### config.mk
export PLATFORM = sky130hd
export DESIGN_NAME = i2c_bus_watch
export DESIGN_NICKNAME = d
export VERILOG_FILES = /design/src/rtl/i2c_bus_watch.sv
export SDC_FILE = /design/constraint.sdc
export NUM_CORES = 1
export LEC_CHECK = 0
export CORE_MARGIN = 2
export CORE_UTILIZATION = 35
export CTS_CLUSTER_SIZE = 20
export DETAILED_ROUTE_END_ITERATION = 12
export PLACE_DENSITY = 0.63
export SLEW_MARGIN = 10
export SYNTH_ARGS = -nofsm -noshare
export SYNTH_HDL_FRONTEND = slang
export SYNTH_SLANG_ARGS = --single-unit
### constraint.sdc
create_clock -name clk -period 1.55 [get_ports clk]
set_input_delay 0.155 -clock clk [delete_from_list [all_inputs] [get_ports clk]]
set_output_delay 0.155 -clock clk [all_outputs]
set_load 0.05 [all_outputs]
### src/rtl/i2c_bus_watch.sv
module i2c_bus_watch #(
  parameter int SYNC_STAGES = 2,
  parameter int CNT_W = 8
) (
  input  logic             clk,
  input  logic             rst_n,
  input  logic             scl_i,
  input  logic             sda_i,
  output logic             start_o,
  output logic             rstart_o,
  output logic             stop_o,
  output logic             busy_o,
  output logic             viol_o,
  output logic             slot_o,
  output logic             nack_o,
  output logic [CNT_W-1:0] byte_cnt_o
);

  localparam logic [CNT_W-1:0] CNT_MAX = '1;
  localparam logic [3:0] LAST_BIT = 4'd9;

  logic [SYNC_STAGES-1:0] scl_sh, sda_sh;
  logic scl_q, sda_q;
  logic [3:0] bit_pos;

  always_ff @(posedge clk or negedge rst_n) begin
    if (!rst_n) begin
      scl_sh <= '1;
      sda_sh <= '1;
      scl_q  <= 1'b1;
      sda_q  <= 1'b1;
    end else begin
      scl_sh <= {scl_sh[SYNC_STAGES-2:0], scl_i};
      sda_sh <= {sda_sh[SYNC_STAGES-2:0], sda_i};
      scl_q  <= scl_sh[SYNC_STAGES-1];
      sda_q  <= sda_sh[SYNC_STAGES-1];
    end
  end

  wire scl_s     = scl_sh[SYNC_STAGES-1];
  wire sda_s     = sda_sh[SYNC_STAGES-1];
  wire scl_high  = scl_s & scl_q;
  wire scl_rise  = scl_s & ~scl_q;
  wire cond_st   = scl_high & sda_q & ~sda_s;
  wire cond_sp   = scl_high & ~sda_q & sda_s;
  wire mid_byte  = (bit_pos >= 4'd2) && (bit_pos <= 4'd8);
  wire ack_edge  = scl_rise & busy_o & (bit_pos == LAST_BIT - 4'd1);

  always_ff @(posedge clk or negedge rst_n) begin
    if (!rst_n) begin
      start_o    <= 1'b0;
      rstart_o   <= 1'b0;
      stop_o     <= 1'b0;
      viol_o     <= 1'b0;
      busy_o     <= 1'b0;
      slot_o     <= 1'b0;
      nack_o     <= 1'b0;
      bit_pos    <= '0;
      byte_cnt_o <= '0;
    end else begin
      start_o  <= cond_st & ~busy_o;
      rstart_o <= cond_st & busy_o;
      stop_o   <= cond_sp & busy_o;
      viol_o   <= (cond_sp & ~busy_o) | ((cond_st | cond_sp) & busy_o & mid_byte);
      slot_o   <= ack_edge;

      if (cond_st)      busy_o <= 1'b1;
      else if (cond_sp) busy_o <= 1'b0;

      if (cond_st | cond_sp)
        bit_pos <= '0;
      else if (scl_rise & busy_o)
        bit_pos <= (bit_pos == LAST_BIT) ? 4'd1 : bit_pos + 4'd1;

      if (ack_edge) nack_o <= sda_s;

      if (cond_st)
        byte_cnt_o <= '0;
      else if (ack_edge && byte_cnt_o != CNT_MAX)
        byte_cnt_o <= byte_cnt_o + 1'b1;
    end
  end

endmodule

==> impl_results.md <==
* Setup crit end kind: flip-flop
* Die width at 61.0 um
* Nets@finish at 150
* Sequential-to-total area share from yosys stat at 0.557
* H-Tree Level Count at 1
* Skew final at 8.77 ps
* Drt first pass iters at 4
* Die Ht at 61.0 um
* Grt ovf at 0
* Die ar. at 3720 um^2
* TritonCTS buffer count at 3
* Row count at 20
* Core area at 3080 um^2
* Reg power frac at 0.628
* Top cells by count, synth: dfrtp_1 (19), nor2_1 (12), nand2_1 (9)
* Synth Cell Area at 1140 um^2
* Clk pwr share at 0.269
* Average wire per standard cell at 12.1 um
* Sink Count at 25
* Least-Margin Pin Slew at 317 ps
* Fraction of layout cells with a size suffix above 1 at 0.382
* P&R area growth vs syn at 31.3%
* Total Routing Usage GR at 0.147
* Crit share post-route at 0.996
* Post-synth EDFFs at 0
* Pwr per Cell Area at 739 nW/um^2
* Clk_lat worst skew at 320 ps
* Distinct cells, synth at 34
* Min Hold Slack at 167 ps
* Maximum VDD drop at 0.533 mV
* Async S/R FF share, synth at 1.00
* Worst setup SP type: flip-flop
* PortBufs at 18
* Vias in the first global route at 907
* I/O pin cnt at 19
* Gate Count Post-Synth at 108
* Count leader, synth: dfrtp_1
* ANT nets after route at 0
* Pleak at 0.649 nW
* Initial Util at 0.369
* Final Hold Viols at 0
* DRC at 0
* First-pass GRT wire length at 4.01 mm
* Post-synthesis net count at 113
* WP buf/inv at 0
* Vias per cell at 4.94
* Outcome: finished clean
* Resized cells post-CTS at 0
* Top cell type's share of synthesized area at 0.419
* Final setup viols at 0
* CP delay by family, top: simple AND/OR/NAND/NOR gates
* Hold crit path type: in2async
* CTS tree: done
* Final wirelength at 2.27 mm
* Largest net degree at the start of global routing at 26
* Synth Flop Type: dfrtp_1
* Largest cells by area after synthesis: dfrtp_1 (42%), dfstp_2 (14%), nor2_1 (4.0%), nand3_1 (3.5%), nand2_1 (3.0%)
* Worst relative slew slack at 0.787
* Mean post-synth cell area at 10.5 um^2
* Max cap viols at 0
* Antenna violations before repair at 0
* CP required at 1780 ps
* Ys Warns at 0
* Ant. Diodes at 0
* Slew Viols, Final at 0
* Iter 0 DRT Violations at 23
* Clock slew seen by the registers of the worst setup and hold paths at 140 ps
* FF+latch count, synth at 25
* Final Core Density at 0.485
* Max stage delay on crit path at 580 ps
* CTS Buffer Depth at 2
* Vias at 929
* Sw Ratio at 0.249
* Final Critical Period at 1540 ps
* R2r worst-path depth at 3
* Instance count on the critical path at 3
* Hpwl dp at 1.73 mm
* Final GP Congestion at 0.788
* CP Class: reg2reg
* Sw power at 275 uW
* Crit path max fanout at 5
* Largest area contributor in the netlist: dfrtp_1
* Combinational group share of total power at 0.103
* Critical path's slowest cell: or4b_4
* RSZ-0062 raised after global routing: true
* Peak Freq at 648 MHz
* CP arrival at 1770 ps
* Root Driver: clkbuf_4
* Internal power at 828 uW
* CP Cell Sequence: or4b_4, nor2_4, mux2_4
==> final timing paths <==
kind,slack [ps],start,endpoint
setup / recovery,7,bit_pos[0]$_DFFE_PN0P_,nack_o$_DFFE_PN0P_
hold / removal,170,rst_n,byte_cnt_o[2]$_DFFE_PN0P_
setup reg to reg,7,bit_pos[0]$_DFFE_PN0P_,nack_o$_DFFE_PN0P_
hold reg to reg,370,sda_sh[0]$_DFF_PN1_,sda_sh[1]$_DFF_PN1_
max in group asynchronous,1090,rst_n,sda_sh[0]$_DFF_PN1_
min in group clk,220,scl_i,scl_sh[0]$_DFF_PN1_
==> power by group through the flow <==
stage | registers [mW] | clock network, mW | logic (mW)
final | 0.692 | 0.297 | 0.114
after global routing | 0.696 | 0.338 | 0.129
after CTS | 0.693 | 0.308 | 0.112
after detailed placement | 0.706 | 0 | 0.103
after global placement | 0.704 | 0 | 0.103
after floorplan | 0.719 | 0 | 0.0422
==> worst register-to-register path, delay by kind of cell (launching register included) <==
kind	cells	cell delay, ps
flip-flops	1	430
AND/OR/NAND/NOR	2	730
multiplexers	1	310
==> routing by layer <==
metal,global-route usage,vias to the layer above,part of all wire
met1,0.187,453,0.48
met3,0.0384,2,0.039
li1,-,459,-
met2,0.244,15,0.47
met4,0.0466,0,0.011
met5,0,-,0
==> timing repair <==
| item | CTS | global route |
|---|---|---|
| cloned | 0 | 0 |
| hold buffers | 0 | 0 |
| buffers inserted | 1 | 1 |
| setup endpoints to repair | 1 | 6 |
==> kinds of logic (layout without fill, tap and decap cells) <==
kind of cell | count (synthesis) | after routing | synth area share
adders and majority gates | 1 | 1 | 0.0110
buffers and inverters | 5 | 41 | 0.0253
muxes | 1 | 1 | 0.00991
DFF | 25 | 25 | 0.557
and+or+nand+nor | 54 | 54 | 0.276
xor gates and xnor gates | 2 | 2 | 0.0154
AOI/OAI and AO/OA | 20 | 20 | 0.105
==> state kept, by name, indices dropped and copies added (netlist names) <==
| register | flops |
|---|---|
| slot_o | 1 |
| nack_o | 1 |
| sda_q | 1 |
| stop_o | 1 |
| busy_o | 1 |
| start_o | 1 |
| scl_q | 1 |
| scl_sh | 2 |
| bit_pos | 4 |
| byte_cnt_o | 8 |
| viol_o | 1 |
| rstart_o | 1 |
| sda_sh | 2 |
==> placed cells by master, fill, tap and decap left out, drive strengths merged, types with 2 or more instances in the layout <==
cell type,n
nand2b,2
nor2,13
and2,2
dfstp,6
inv,2
dfrtp,19
clkdlybuf4s50,3
or3,4
nand4b,2
o211ai,5
nand3,8
clkbuf,4
nor3,3
buf,32
nor2b,2
nand4,2
a21oi,6
o21ai,8
nand2,9
==> per-stage QoR <==
stage | power, mW | area, um^2 | setup slack, ps | setup TNS, ps | std cells
floorplan | 0.761 | 1170 | -18.9 | -30.0 | 108
global placement | 0.807 | 1450 | 20.0 | 0 | 182
detailed placement | 0.809 | 1450 | -12.5 | -12.5 | 182
CTS | 1.11 | 1480 | -5.95 | -5.95 | 187
global route | 1.16 | 1490 | -51.2 | -190 | 188
finish | 1.10 | 1490 | 6.73 | 0 | 188
==> area by class of cell <==
class	instances	area (um^2)
tap	44	55.1
multi-input combinational	78	492
fill	305	1590
clock buffer	4	26.3
inverter	2	7.51
timing repair buffer	35	270
sequential	25	641
Power figures use the tool's default switching activity.
